$ cat src/rtl/ecc_rmw_pkg.sv
package ecc_rmw_pkg;
  localparam int DW       = 64;
  localparam int NB       = DW / 8;
  localparam int HB       = 7;            // Hamming bits for 64 data bits
  localparam int CW       = HB + 1;       // plus overall parity
  localparam int CODE_POS = DW + HB;

  localparam logic [1:0] RESP_OKAY   = 2'b00;
  localparam logic [1:0] RESP_SLVERR = 2'b10;

  typedef enum logic [1:0] {OP_FULL, OP_SCRUB, OP_PART} op_e;
  typedef enum logic [2:0] {ST_IDLE, ST_RD_REQ, ST_RD_WAIT, ST_WR, ST_RESP} st_e;

  typedef struct packed {
    logic [DW-1:0] data;
    logic          dbe;
  } dec_t;

  function automatic logic is_pow2(int p);
    return (p & (p - 1)) == 0;
  endfunction

  // Data bit j sits at the j-th non-power-of-two codeword position.
  function automatic logic [CW-1:0] ecc_encode(logic [DW-1:0] d);
    logic [CW-1:0] c;
    int j;
    c = '0;
    j = 0;
    for (int pos = 1; pos <= CODE_POS; pos++) begin
      if (!is_pow2(pos)) begin
        for (int i = 0; i < HB; i++)
          if (pos[i]) c[i] = c[i] ^ d[j];
        j++;
      end
    end
    c[CW-1] = (^d) ^ (^c[HB-1:0]);
    return c;
  endfunction

  function automatic dec_t ecc_decode(logic [DW-1:0] d, logic [CW-1:0] c);
    dec_t r;
    logic [HB-1:0] syn;
    logic ovr;
    int j;
    syn = c[HB-1:0];
    ovr = (^d) ^ (^c);
    j = 0;
    for (int pos = 1; pos <= CODE_POS; pos++) begin
      if (!is_pow2(pos)) begin
        if (d[j]) syn = syn ^ pos[HB-1:0];
        j++;
      end
    end
    r.data = d;
    r.dbe  = 1'b0;
    if (ovr) begin
      j = 0;
      for (int pos = 1; pos <= CODE_POS; pos++) begin
        if (!is_pow2(pos)) begin
          if (pos[HB-1:0] == syn) r.data[j] = ~d[j];
          j++;
        end
      end
    end else if (syn != '0) begin
      r.dbe = 1'b1;
    end
    return r;
  endfunction
endpackage

$ cat src/rtl/ecc_rmw_strb_class.sv
module ecc_rmw_strb_class
  import ecc_rmw_pkg::*;
#(
  parameter int NBYTES = 8
) (
  input  logic [NBYTES-1:0] strb,
  output op_e               op
);
  always_comb begin
    if (&strb)             op = OP_FULL;
    else if (strb == '0)   op = OP_SCRUB;
    else                   op = OP_PART;
  end
endmodule

$ cat src/rtl/ecc_rmw_merge.sv
module ecc_rmw_merge #(
  parameter int NBYTES = 8
) (
  input  logic [NBYTES*8-1:0] new_data,
  input  logic [NBYTES*8-1:0] old_data,
  input  logic [NBYTES-1:0]   strb,
  output logic [NBYTES*8-1:0] merged
);
  for (genvar b = 0; b < NBYTES; b++) begin : g_lane
    assign merged[b*8 +: 8] = strb[b] ? new_data[b*8 +: 8] : old_data[b*8 +: 8];
  end
endmodule

$ cat src/rtl/ecc_rmw_codec.sv
module ecc_rmw_codec
  import ecc_rmw_pkg::*;
(
  input  logic [DW-1:0] enc_data,
  output logic [CW-1:0] enc_chk,
  input  logic [DW-1:0] dec_data,
  input  logic [CW-1:0] dec_chk,
  output logic [DW-1:0] dec_fixed,
  output logic          dec_dbe
);
  dec_t res;
  always_comb begin
    enc_chk   = ecc_encode(enc_data);
    res       = ecc_decode(dec_data, dec_chk);
    dec_fixed = res.data;
    dec_dbe   = res.dbe;
  end
endmodule

$ cat src/rtl/ecc_rmw_seq.sv
module ecc_rmw_seq
  import ecc_rmw_pkg::*;
#(
  parameter int ADDR_W = 16
) (
  input  logic              clk,
  input  logic              rst_n,
  input  logic              aw_valid,
  output logic              aw_ready,
  input  logic [ADDR_W-1:0] aw_addr,
  input  logic              w_valid,
  output logic              w_ready,
  input  logic [DW-1:0]     w_data,
  input  logic [NB-1:0]     w_strb,
  output logic              b_valid,
  input  logic              b_ready,
  output logic [1:0]        b_resp,
  output logic              mem_req_valid,
  input  logic              mem_req_ready,
  output logic              mem_req_we,
  output logic [ADDR_W-1:0] mem_req_addr,
  output logic [DW-1:0]     mem_req_wdata,
  output logic [CW-1:0]     mem_req_wchk,
  input  logic              mem_rsp_valid,
  input  logic [DW-1:0]     mem_rsp_rdata,
  input  logic [CW-1:0]     mem_rsp_rchk
);
  st_e               st;
  op_e               op_in, op_q;
  logic [ADDR_W-1:0] addr_q;
  logic [DW-1:0]     data_q;
  logic [NB-1:0]     strb_q;
  logic [1:0]        resp_q;
  logic [DW-1:0]     rd_fixed, merged;
  logic              rd_dbe;
  logic              accept;

  ecc_rmw_strb_class #(.NBYTES(NB)) u_class (.strb(w_strb), .op(op_in));

  ecc_rmw_codec u_codec (
    .enc_data (data_q),
    .enc_chk  (mem_req_wchk),
    .dec_data (mem_rsp_rdata),
    .dec_chk  (mem_rsp_rchk),
    .dec_fixed(rd_fixed),
    .dec_dbe  (rd_dbe)
  );

  ecc_rmw_merge #(.NBYTES(NB)) u_merge (
    .new_data(data_q),
    .old_data(rd_fixed),
    .strb    (strb_q),
    .merged  (merged)
  );

  assign accept        = (st == ST_IDLE) && aw_valid && w_valid;
  assign aw_ready      = accept;
  assign w_ready       = accept;
  assign mem_req_valid = (st == ST_RD_REQ) || (st == ST_WR);
  assign mem_req_we    = (st == ST_WR);
  assign mem_req_addr  = addr_q;
  assign mem_req_wdata = data_q;
  assign b_valid       = (st == ST_RESP);
  assign b_resp        = resp_q;

  always_ff @(posedge clk) begin
    if (!rst_n) begin
      st     <= ST_IDLE;
      op_q   <= OP_FULL;
      addr_q <= '0;
      data_q <= '0;
      strb_q <= '0;
      resp_q <= RESP_OKAY;
    end else begin
      unique case (st)
        ST_IDLE: if (accept) begin
          addr_q <= aw_addr;
          data_q <= w_data;
          strb_q <= w_strb;
          op_q   <= op_in;
          resp_q <= RESP_OKAY;
          st     <= (op_in == OP_FULL) ? ST_WR : ST_RD_REQ;
        end
        ST_RD_REQ: if (mem_req_ready) st <= ST_RD_WAIT;
        ST_RD_WAIT: if (mem_rsp_valid) begin
          if (rd_dbe) begin
            resp_q <= RESP_SLVERR;
            st     <= ST_RESP;
          end else begin
            data_q <= merged;
            st     <= ST_WR;
          end
        end
        ST_WR: if (mem_req_ready) st <= ST_RESP;
        ST_RESP: if (b_ready) st <= ST_IDLE;
        default: st <= ST_IDLE;
      endcase
    end
  end

  // Independent occupancy tracker from port handshakes, for checking R7.
  logic busy_q;
  always_ff @(posedge clk) begin
    if (!rst_n)                         busy_q <= 1'b0;
    else if (aw_valid && aw_ready)      busy_q <= 1'b1;
    else if (b_valid && b_ready)        busy_q <= 1'b0;
  end

  AST_NO_ACCEPT_BUSY: assert property (@(posedge clk) disable iff (!rst_n)
    busy_q |-> !aw_ready && !w_ready);

  AST_REQ_HELD: assert property (@(posedge clk) disable iff (!rst_n)
    mem_req_valid && !mem_req_ready |=> mem_req_valid && $stable(mem_req_we)
      && $stable(mem_req_addr) && $stable(mem_req_wdata));

  AST_RESP_HELD: assert property (@(posedge clk) disable iff (!rst_n)
    b_valid && !b_ready |=> b_valid && $stable(b_resp));

  AST_FULL_NO_READ: assert property (@(posedge clk) disable iff (!rst_n)
    mem_req_valid && !mem_req_we |-> op_q != OP_FULL);

  AST_OKAY_AFTER_WRITE: assert property (@(posedge clk) disable iff (!rst_n)
    $rose(b_valid) && b_resp == RESP_OKAY |->
      $past(mem_req_valid && mem_req_we && mem_req_ready));

  AST_SLVERR_FROM_READ: assert property (@(posedge clk) disable iff (!rst_n)
    $rose(b_valid) && b_resp == RESP_SLVERR |-> $past(mem_rsp_valid));
endmodule

$ cat config.mk
export PLATFORM = sky130hd
export DESIGN_NAME = ecc_rmw_seq
export DESIGN_NICKNAME = d
export VERILOG_FILES = /design/src/rtl/ecc_rmw_pkg.sv /design/src/rtl/ecc_rmw_strb_class.sv /design/src/rtl/ecc_rmw_merge.sv /design/src/rtl/ecc_rmw_codec.sv /design/src/rtl/ecc_rmw_seq.sv
export SDC_FILE = /design/constraint.sdc
export NUM_CORES = 1
export LEC_CHECK = 0
export BUFFER_PORTS_ARGS = -buffer_cell sky130_fd_sc_hd__buf_4
export CORE_MARGIN = 3
export CORE_UTILIZATION = 56
export CTS_CLUSTER_DIAMETER = 150
export DETAILED_ROUTE_END_ITERATION = 10
export GPL_ROUTABILITY_DRIVEN = 0
export GPL_TIMING_DRIVEN = 0
export PLACE_DENSITY = 0.88
export SETUP_SLACK_MARGIN = 0.2
export SLEW_MARGIN = 20
export SYNTH_ARGS = -nofsm -noshare
export SYNTH_HDL_FRONTEND = slang
export SYNTH_SLANG_ARGS = --single-unit
$ cat constraint.sdc
create_clock -name clk -period 9.1 [get_ports clk]
set_clock_uncertainty 0.05 [all_clocks]
set_input_delay 1.365 -clock clk [delete_from_list [all_inputs] [get_ports clk]]
set_output_delay 1.365 -clock clk [all_outputs]
set_load 0.05 [all_outputs]
Yosys cells after proc, flatten, opt, wreduce, memory -nomap -nowiden
Index checks and enable logic that the tools add are counted.
{ "totals": {"latch_bits": 0, "inputBits": 167, "romBits": 0, "word_cells": 1359, "output_inout_bits": 95, "n_memories": 0, "ramBits": 0, "regBits": 93} }
{ "op_classes": {"n_addsub": 62, "n_eq_ne": 83, "multipliers": 0, "n_reduce_logical": 87, "order_cmp": 126, "muxes": 661, "n_bitwise": 328, "n_div": 0, "shift": 0} }
{ "op_table": {"columns": ["op", "count"], "rows": [
  ["64-bit two-way mux", 129],
  ["64-bit bitwise mux", 63],
  ["32-bit by 1-bit greater-or-equal comparator with 1-bit output (second input constant)", 63],
  ["32-bit by 8-bit < comparator with 1-bit output (second input constant)", 63],
  ["32-bit two-way mux", 63],
  ["32-bit by 2-bit adder with 32-bit output (second input constant)", 62],
  ["1-bit binary-select mux with 6-bit select", 63],
  ["1-bit demux with 6-bit select", 63],
  ["6-bit by 7-bit == test with 1-bit output (first input constant)", 31],
  ["1-bit XOR", 200],
  ["1-bit two-way mux", 193],
  ["6-bit two-way mux", 31],
  ["64-bit one-hot mux with 2 select lines", 1],
  ["64-bit parity", 2],
  ["5-bit by 7-bit == test with 1-bit output (first input constant)", 15],
  ["5-bit two-way mux", 15],
  ["3-bit inverter", 23],
  ["1-bit logical AND", 65],
  ["8-bit two-way mux", 8],
  ["1-bit inverter", 64],
  ["4-bit inverter", 16],
  ["4-bit by 7-bit == test with 1-bit output (first input constant)", 7],
  ["7-bit == test (first input constant)", 7],
  ["7-bit two-way mux", 7],
  ["other kinds (27)", 93]
]} }

Logic depth before layout (Yosys ltp)
Gate-level depths: netlist of run 1.
{ "logic_depth": {"word_depth": 324, "mapped_depth": 12, "ltp_nobuf": 9} }

Modules after synthesis
Synthesis of run 1 repeated with hierarchy kept, for this count alone.
{ "hier_totals": {"cells_unflattened": 968, "area_unflattened_um2": 9459.1} }
{ "modules_own_cells": {"columns": ["mod", "cells_per_inst", "n_inst", "area_per_inst_um2"], "rows": [
  ["ecc_rmw_seq", 438, 1, 4339.2],
  ["ecc_rmw_codec", 451, 1, 4023.9],
  ["ecc_rmw_merge", 72, 1, 1051.0],
  ["ecc_rmw_strb_class", 7, 1, 45.0]
]} }

Least setup slack after synthesis of run 1
Ideal clock, no wire load.
{ "synth_path": {"path_kind": "flip-flop to output port", "start": "reg data_q[51], in the netlist mem_req_wdata[51]", "end": "out mem_req_wchk[7]", "path_stages_with_launch": 9, "setup_slack_ns": 4.152, "arrival_ns": 3.533, "required_time_ns": 7.685, "n_path_buf": 0, "path_cell_list": "dfxtp_1 xnor2_1 xnor2_1 xnor2_1 xnor2_1 xnor2_1 xnor2_1 xnor2_1 xnor2_1"} }
{ "synth_between": {"elab_cells_between_ends": 29, "cone_classes": "bitwise (27); reduce/logical (2)"} }
{ "synth_lines": {"columns": ["item", "line", "text"], "rows": [
  ["start, declared", "ecc_rmw_seq.sv:31", "logic [DW-1:0] data_q;"],
  ["start signal, assigned", "ecc_rmw_seq.sv:78", "data_q <= w_data;"],
  ["start signal, assigned", "ecc_rmw_seq.sv:90", "data_q <= merged;"],
  ["1-bit XOR (6 in series)", "ecc_rmw_pkg.sv:32", "if (pos[i]) c[i] = c[i] ^ d[j];"],
  ["net mem_req_wchk[3]", "ecc_rmw_seq.sv:23", "output logic [CW-1:0] mem_req_wchk,"],
  ["7-bit parity", "ecc_rmw_pkg.sv:36", "c[CW-1] = (^d) ^ (^c[HB-1:0]);"],
  ["1-bit XOR", "ecc_rmw_pkg.sv:36", null],
  ["end, declared", "ecc_rmw_seq.sv:23", null]
]} }
The timed path passes the listed nets, and every way through them passes these cells.

Worst setup path after layout of run 1
{ "layout_path": {"start": "in mem_rsp_rdata[50]", "end": "reg data_q[45], in the netlist mem_req_wdata[45]"} }
{ "layout_between": {"elab_chain_len": 214, "elab_cells_between_ends": 539, "cone_classes": "eq/ne (64); mux (398); bitwise (74); reduce/logical (3)"} }
{ "layout_rtl": {"columns": ["item", "line", "text"], "rows": [
  ["start, declared", "ecc_rmw_seq.sv:25", "input logic [DW-1:0] mem_rsp_rdata,"],
  ["6-bit two-way mux (2 in series)", "ecc_rmw_pkg.sv:50", "if (d[j]) syn = syn ^ pos[HB-1:0];"],
  ["5-bit inverter (no line)", null, null],
  ["6-bit two-way mux (2 in series)", "ecc_rmw_pkg.sv:50", null],
  ["5-bit inverter (no line)", null, null],
  ["6-bit two-way mux (2 in series)", "ecc_rmw_pkg.sv:50", null],
  ["6-bit inverter (no line)", null, null],
  ["6-bit two-way mux", "ecc_rmw_pkg.sv:50", null],
  ["2-bit inverter (no line)", null, null],
  ["[... 195 more ...]", null, null],
  ["64-bit two-way mux", "ecc_rmw_pkg.sv:56", "if (ovr) begin"],
  ["64-bit bitwise mux", "ecc_rmw_pkg.sv:60", "if (pos[HB-1:0] == syn) r.data[j] = ~d[j];"],
  ["64-bit two-way mux", "ecc_rmw_pkg.sv:60", null],
  ["64-bit two-way mux", "ecc_rmw_pkg.sv:56", null],
  ["8-bit two-way mux", "ecc_rmw_merge.sv:10", "assign merged[b*8 +: 8] = strb[b] ? new_data[b*8 +: 8] : old_data[b*8 +: 8];"],
  ["64-bit two-way mux", "ecc_rmw_seq.sv:86", "if (rd_dbe) begin"],
  ["64-bit two-way mux", "ecc_rmw_seq.sv:85", "ST_RD_WAIT: if (mem_rsp_valid) begin"],
  ["64-bit one-hot mux with 2 select lines", "ecc_rmw_seq.sv:75", "unique case (st)"]
]} }
Several ways; a longest one is shown, not always the timed one. The select of a mux whose other input is x is not followed.
A chain may end at the register's enable or synchronous reset.

==> impl_metrics.csv, run 1 <==
group,metric,value,unit
cells_and_area,stdcell_count,1387,
drt,vias,8693,
clock_network,cts_tree,"done",
cells_and_area,diodes,0,
clock_network,clk-insertion-delay-late,350,ps
synth,synthFlopType,"dfxtp_1",
job,drv_cap,0,
drt,drtIter0Drc,1430,
clock_network,htreeDepth,3,
floorplanning,die_h,124,µm
synth,syn_area,7810,µm²
synth,synthSimpleGateAreaFrac,19.7,%
synth,ys_ff_latch,92,
clock_network,clk_pin_slew,70,ps
cells_and_area,fin_nets,1373,
drt,viasPerCell,6.27,
sta,hold_violations,0,
synth,synth_compound_area_share,16.8,%
setup_path,end_kind,"register",
cells_and_area,fillers,979,
floorplanning,row_count,42,
clock_network,cts-root-buf,"clkbuf_16",
grt,antenna_found_initial,1,
clock_network,numCtsBuffers,9,
setup_path,cp_common_cell,"xnor3_1",
synth,netlist_instances,937,
sta,setup_violations,0,
cells_and_area,syn2layout_area_growth,31.3,%
sta,worst_pin_slew,1070,ps
setup_path,slowest_stage,"xnor3_1",
floorplanning,die-area,15400,µm²
clock_network,cts-resized-gates,0,
setup_path,critPathRequiredTime,9260,ps
synth,yosys_warnings,0,
synth,synth_edf_count,0,
synth,muxShareOfSynthArea,0,%
place,hpwl,25000,µm
place,portBuffers,258,
drt,drc,0,
synth,synthAdderAreaFrac,0,%
grt,grt_overflow_total,0,
setup_path,reg2reg_depth,8,
grt,grt_max_degree,17,
floorplanning,core,13500,µm²
clock_network,ctsHoldBuffers,0,
synth,synth_cell_types,52,
floorplanning,initial_core_util,58.0,%
drt,antenna_left,0,
hold_path,hp-class,"register to register",
setup_path,path_buf_inv,3,
setup_path,critical_path_arrival,5440,ps
sta,finalSetupTns,0,ps
clock_network,cts_setup_buffers,0,
sta,rsz0062_at_grt,"false",
clock_network,cts_max_path_buffers,2,
setup_path,critical_path.endpoint,"mem_req_wdata[45]",
cells_and_area,layout_commonest_cell,"buf_4",
sta,fmax,190,MHz
setup_path,cp.depth,12,
setup_path,startpoint_type,"primary input",
place,dp_cells,1371,
grt,grt_pass1_wl,45000,µm
floorplanning,io_pins,262,
grt,grt_pass1_vias,7988,
sta,relSlewSlack,28.2,%
setup_path,crit_start,"mem_rsp_rdata[50]",
drt,drt-total-wl,31100,µm
setup_path,path_max_fanout,10,
synth,async_flop_share,0,%
floorplanning,die_x,124,µm
drt,wl_per_cell,22.4,µm
status,status,"complete, no violations",
synth,syn_nets,1104,
sta,maxSlewViolCount,0,
grt,grt.total_usage,39.2,%
setup_path,critical_path_class,"primary input to register",
clock_network,cts_sinks,92,
setup_path,critPathMaxStageDelay,560,ps
setup_path,critPathTopFamily,"XOR/XNOR gates",
synth,synth_top_family_by_area,"XOR/XNOR gates",
setup_path,r2r_setup_slack,6100,ps
sta,fin_crit_sh,58.0,%
cells_and_area,drive_gt1_share,24.4,%
synth,yosysSeqAreaShare,23.6,%
drt,dr.pass1.iters,6,
synth,synth_xor_area_share,36.4,%
setup_path,path_cells,"buf_4 > xnor3_1 > xnor3_1 > xnor3_1 > xnor3_1 > xnor3_1 > o21ai_1 > clkbuf_1 > buf_1 > nor3_1 > nor3_1 > o31ai_1",
setup_path,r2r_start,"st[0]",
setup_path,crit-reg2reg-capture,"mem_req_wdata[16]",
cells_and_area,most-common-layout-cells,"260 x buf_4, 196 x xnor2_1, 96 x nor3_1",
synth,syn_area_per_cell,8.33,µm²
sta,min_period,5270,ps
[sequential cells by signal, summed over array words and instances, names as in the netlist]
| signal | flops |
|---|---|
| b_resp | 1 |
| st | 3 |
| mem_req_wdata | 64 |
| mem_req_addr | 16 |
| strb_q | 8 |
[tightest hold or removal path: stages (launching register included)]
cell and delay (ps):
dfxtp_1 310, nand2_1 50, a21oi_1 50
[through the flow]
stage	area, µm²	util [%]	worst slack (ps)	hold WS [ps]
floorplan	7810	-	4150	383
global placement	9970	74.1	3750	387
CTS	10300	76.2	4040	406
detailed placement	9970	74.1	3720	397
finish	10300	76.2	3830	406
global route	10300	76.2	3720	420
[area by class of cell]
type,instances,area (µm²),share of cell area [%]
multi-input combinational,781,5700,55.6
timing repair buffer,258,1940,18.9
sequential,92,1840,18.0
clock buffer,10,239,2.33
buffer,53,230,2.25
tap,176,220,2.15
clock inverter,6,45.0,0.439
inverter,11,41.3,0.403
[metal layers]
layer | up-vias | global-route usage (%) | part of all wire (%)
li1 | 3814 | - | -
met1 | 3941 | 49.5 | 35
met2 | 783 | 63.0 | 45
met3 | 153 | 9.08 | 14
met4 | 2 | 19.4 | 5.7
met5 | - | 0 | 0.042
[worst min path at each step]
stage                           from                to  slack [ps]  depth (start not counted)
floorplan                  strb_q[7]         strb_q[7]         380                          2
global placement           b_resp[1]         b_resp[1]         390                          2
detailed placement   mem_req_addr[4]   mem_req_addr[4]         400                          2
CTS                 mem_req_addr[15]  mem_req_addr[15]         410                          2
global route         mem_req_addr[4]   mem_req_addr[4]         420                          2
finish               mem_req_addr[6]   mem_req_addr[6]         410                          2
[kinds of logic (layout without fill, tap and decap cells)]
| group | count (synthesis) | after routing |
|---|---|---|
| and+or+nand+nor | 328 | 328 |
| xor gates and xnor gates | 275 | 275 |
| AOI/OAI and AO/OA | 177 | 177 |
| DFF | 92 | 92 |
| buffers and inverters | 64 | 338 |
| other | 1 | 1 |
[synth_stat cells, drive strengths merged, types with 5 or more instances]
cell type | number | area share [%]
a211o | 6 | 0.67
a21o | 15 | 1.4
a21oi | 27 | 1.7
a22o | 15 | 1.7
buf | 13 | 1.0
clkbuf | 40 | 1.9
dfxtp | 92 | 24
inv | 11 | 0.53
nand2 | 71 | 3.4
nand3 | 54 | 3.5
nand4 | 7 | 0.56
nor2 | 76 | 3.7
nor3 | 99 | 6.6
nor4 | 6 | 0.75
o21a | 41 | 3.9
o21ai | 9 | 0.58
o31ai | 35 | 3.4
o32ai | 6 | 0.77
or2 | 5 | 0.40
xnor2 | 196 | 22
xnor3 | 26 | 7.5
xor2 | 49 | 5.7
Power of run 1 is left out: the tool's default activity adds up to more than one toggle a clock period on the data nets, which glitch-free logic cannot reach.
==> inputs of run 2 (changes only) <==
CORE_UTILIZATION = 52   (was 56)
PLACE_DENSITY = 0.82   (was 0.88)
clock period = 4.91 ns   (was 9.1 ns; I/O delays follow)
==> run 2 against run 1 <==
  * Die area grew 7.3%
  * Critical endpoint is now mem_req_wdata[54]
  * Critical path type unchanged
  * Worst setup slack worse by 3500 ps
  * Core utilization shrank 5.9 points
  * Register-to-register slack got worse by 4200 ps
  * Non-clock buffer count unchanged
==> impl_metrics.csv, run 2 (synthesis gave the netlist of run 1 again) <==
group,metric,value,unit
drt,wl_per_cell,21.8,µm
grt,grt.total_usage,34.8,%
setup_path,r2r_setup_slack,1910,ps
clock_network,ctsHoldBuffers,0,
cells_and_area,most-common-layout-cells,"260 x buf_4, 196 x xnor2_1, 96 x nor3_1",
floorplanning,initial_core_util,53.5,%
sta,finalSetupTns,0,ps
clock_network,cts-resized-gates,0,
drt,drt-total-wl,30400,µm
setup_path,crit-reg2reg-capture,"mem_req_wdata[2]",
setup_path,critical_path_class,"primary input to register",
grt,antenna_found_initial,1,
setup_path,path_max_fanout,10,
cells_and_area,drive_gt1_share,24.4,%
clock_network,cts_sinks,92,
setup_path,end_kind,"register",
job,drv_cap,0,
cells_and_area,fin_nets,1373,
floorplanning,io_pins,262,
status,status,"complete, no violations",
grt,grt_pass1_wl,43600,µm
clock_network,cts_max_path_buffers,2,
hold_path,whs_endpoint,"mem_req_addr[13]",
floorplanning,die_h,129,µm
drt,antenna_left,0,
cells_and_area,stdcell_area,10300,µm²
sta,worst_pin_slew,1040,ps
clock_network,cts_tree,"done",
cells_and_area,layout_commonest_cell,"buf_4",
place,dpl_cell_area,9980,µm²
floorplanning,die-area,16500,µm²
clock_network,htreeDepth,3,
clock_network,cts-root-buf,"clkbuf_16",
drt,drtIter0Drc,1216,
hold_path,hold_depth,2,
clock_network,clk_pin_slew,70,ps
sta,maxSlewViolCount,0,
cells_and_area,syn2layout_area_growth,31.5,%
sta,min_period,4630,ps
setup_path,critical_path_arrival,4800,ps
sta,relSlewSlack,30.3,%
setup_path,crit_start,"mem_rsp_rdata[49]",
sta,setup_violations,0,
drt,drc,0,
place,portBuffers,258,
sta,rsz0062_at_grt,"false",
sta,fin_crit_sh,94.3,%
grt,grt_max_degree,18,
setup_path,startpoint_type,"primary input",
sta,fmax,216,MHz
setup_path,r2r_start,"st[0]",
clock_network,numCtsBuffers,9,
cells_and_area,diodes,0,
floorplanning,row_count,44,
floorplanning,die_x,129,µm
drt,dr.pass1.iters,5,
sta,hold_violations,0,
drt,viasPerCell,6.10,
hold_path,hp-class,"register to register",
drt,vias,8514,
hold_path,min-delay-start,"mem_req_addr[13]",
place,hpwl,24800,µm
floorplanning,core,14600,µm²
setup_path,critPathRequiredTime,5080,ps
setup_path,reg2reg_depth,8,
grt,grt_overflow_total,0,
grt,grt_pass1_vias,7614,
clock_network,cts_setup_buffers,0,
cells_and_area,largest_reg_flops,64,
clock_network,clk-insertion-delay-late,350,ps
run 2: layout make-up:
class                      instances  area [µm²]
buffer                            53         230
timing repair buffer             258        1940
tap                              184         230
clock buffer                       9         225
multi-input combinational        781        5700
fill                            1202        4320
clock inverter                     7        58.8
sequential                        92        1840
inverter                          11        41.3
run 2: through the flow:
| stage | setup WS [ps] | instances | hold slack [ps] | util, % |
|---|---|---|---|---|
| final | 282 | 1395 | 406 | 70.4 |
| after floorplan | 591 | 937 | 383 | - |
| after global routing | 212 | 1395 | 423 | 70.4 |
| after global placement | 170 | 1379 | 386 | 68.4 |
| after CTS | 444 | 1395 | 400 | 70.4 |
| after detailed placement | 104 | 1379 | 390 | 68.4 |
run 2: worst max path at each step:
stage          slack [ps]  cells after the start                end
6_report              280                     12  mem_req_wdata[54]
4_1_cts               440                     12  mem_req_wdata[54]
5_1_grt               210                     12   mem_req_wdata[9]
3_5_place_dp          100                     12  mem_req_wdata[54]
2_1_floorplan         590                      8    mem_req_wchk[7]
3_3_place_gp          170                     12  mem_req_wdata[54]
run 2: per-layer routing:
metal / part of all wire (%) / wire length (µm) / up-vias / global-route usage, %
li1: - / - / 3805 / -
met5: 0.043 / 13 / - / 0
met4: 4.8 / 1470 / 2 / 13.6
met3: 13 / 3820 / 127 / 6.27
met1: 36 / 11100 / 3931 / 45.2
met2: 46 / 14000 / 649 / 57.6
run 2: critical path: stages:
cell and delay, ps:
buf_4 90, xnor3_1 390, xnor3_1 310, xnor3_1 470, xnor3_1 360, xnor3_1 550
o21ai_0 220, clkbuf_1 490, clkbuf_1 490, nor3_1 100, nor3_1 470, o31ai_1 110
Power of run 2 is left out for the same reason.
==> inputs of run 3 (changes only) <==
GPL_TIMING_DRIVEN = 1   (was 0)
==> run 3 against run 2 <==
  * Register-to-register slack got worse by 350 ps
  * Fmax is 5.1% higher
  * Via count is 2.6% lower
  * Core utilization is 0.50 points lower
  * Non-clock buffer count fell by 35
  * Sequential cell count unchanged
  * Hold slack lost 7.5 ps
  * Wire length decreased by 3.4%
  * Highest routed layer unchanged
  * Die area unchanged
  * Global-route usage decreased by 1.3 points
  * Count of clock-buffer cells in the layout grew 1
  * Cell count decreased by 2.5%
==> impl_metrics.csv, run 3 (synthesis gave the netlist of run 1 again) <==
group,metric,value,unit
sta,maxSlewViolCount,0,
clock_network,numCtsBuffers,9,
clock_network,clk_pin_slew,70,ps
clock_network,cts-root-buf,"clkbuf_16",
drt,vias,8289,
sta,rsz0062_at_grt,"false",
drt,wl_per_cell,21.6,µm
sta,setup_violations,0,
cells_and_area,syn2layout_area_growth,30.5,%
status,status,"complete, no violations",
setup_path,critical_path_class,"primary input to register",
cells_and_area,diodes,0,
drt,drtIter0Drc,1092,
cells_and_area,most-common-layout-cells,"276 x buf_4, 196 x xnor2_1, 96 x nor3_1",
floorplanning,core,14600,µm²
setup_path,path_max_fanout,10,
setup_path,startpoint_type,"primary input",
setup_path,cp_common_cell,"xnor2_1",
drt,wl_met3,3310,µm
place,portBuffers,260,
clock_network,cts_tree,"done",
drt,antenna_left,0,
clock_network,ctsHoldBuffers,0,
setup_path,critPathMaxStageDelay,540,ps
floorplanning,row_count,44,
sta,hold_violations,0,
place,hpwl,23500,µm
setup_path,slowest_stage,"xnor3_2",
drt,drt-total-wl,29400,µm
drt,wl_met1,11300,µm
sta,min_period,4400,ps
grt,grt_overflow_total,0,
setup_path,path_cells,"buf_4 > xnor2_1 > xnor3_2 > xnor3_1 > xnor2_1 > xor2_2 > o2111ai_4 > a211o_1 > or2_0 > o32ai_1",
sta,fin_crit_sh,89.7,%
drt,met2_length,13900,µm
clock_network,htreeDepth,3,
drt,viasPerCell,6.09,
sta,finalSetupTns,0,ps
cells_and_area,layout_commonest_cell,"buf_4",
cells_and_area,fillers,1141,
floorplanning,die-area,16500,µm²
floorplanning,io_pins,262,
grt,grt_max_degree,63,
drt,drc,0,
setup_path,critical_path_arrival,4580,ps
setup_path,r2r_setup_slack,1560,ps
setup_path,critPathRequiredTime,5090,ps
sta,fmax,227,MHz
grt,grt.total_usage,33.5,%
clock_network,cts-resized-gates,0,
grt,grt_pass1_vias,7422,
job,drv_cap,0,
clock_network,cts_sinks,92,
clock_network,cts_setup_buffers,0,
cells_and_area,largest_reg_flops,64,
sta,relSlewSlack,34.8,%
floorplanning,initial_core_util,53.5,%
clock_network,clk-insertion-delay-late,350,ps
setup_path,end_kind,"register",
floorplanning,die_x,129,µm
drt,top_layer,"met5",
grt,antenna_found_initial,1,
cells_and_area,drive_gt1_share,25.9,%
drt,dr.pass1.iters,6,
hold_path,hp-class,"register to register",
grt,grt_pass1_wl,42400,µm
cells_and_area,fin_nets,1338,
floorplanning,die_h,129,µm
clock_network,cts_max_path_buffers,2,
sta,worst_pin_slew,977,ps
## run 3: path summary, 6_finish.rpt
kind         cells after the start               from           endpoint
max reg2reg                      8              st[0]  mem_req_wdata[14]
max                             10  mem_rsp_rdata[13]  mem_req_wdata[14]
min                              2          b_resp[1]          b_resp[1]
min reg2reg                      2          b_resp[1]          b_resp[1]
## run 3: area by class of cell
cell class	instances	area (µm²)	share of cell area (%)
inverter	11	41.3	0.405
tap	184	230	2.26
timing repair buffer	276	2070	20.3
clock inverter	6	71.3	0.700
sequential	92	1840	18.1
multi-input combinational	781	5710	56.0
clock buffer	10	229	2.25
## run 3: per-layer routing
metal	global-route usage, %	vias to the layer above
li1	-	3743
met1	45.2	3893
met2	55.5	573
met3	5.35	78
met4	10.1	2
met5	0	-
## run 3: critical path, delay by kind of cell
kind / cells / cell delay, ps
AOI/OAI and AO/OA: 3 / 1160
xor gates and xnor gates: 5 / 2140
buffers and inverters: 1 / 130
and+or+nand+nor: 1 / 430
## run 3: through the flow
stage	utilization [%]	cells	setup slack [ps]	instance area, µm²	hold slack, ps
floorplan	-	937	591	7810	383
CTS	69.9	1360	631	10200	404
global placement	67.8	1344	486	9890	387
detailed placement	67.8	1344	359	9890	394
finish	69.9	1360	508	10200	399
global route	69.9	1360	428	10200	421
Power of run 3 is left out for the same reason.
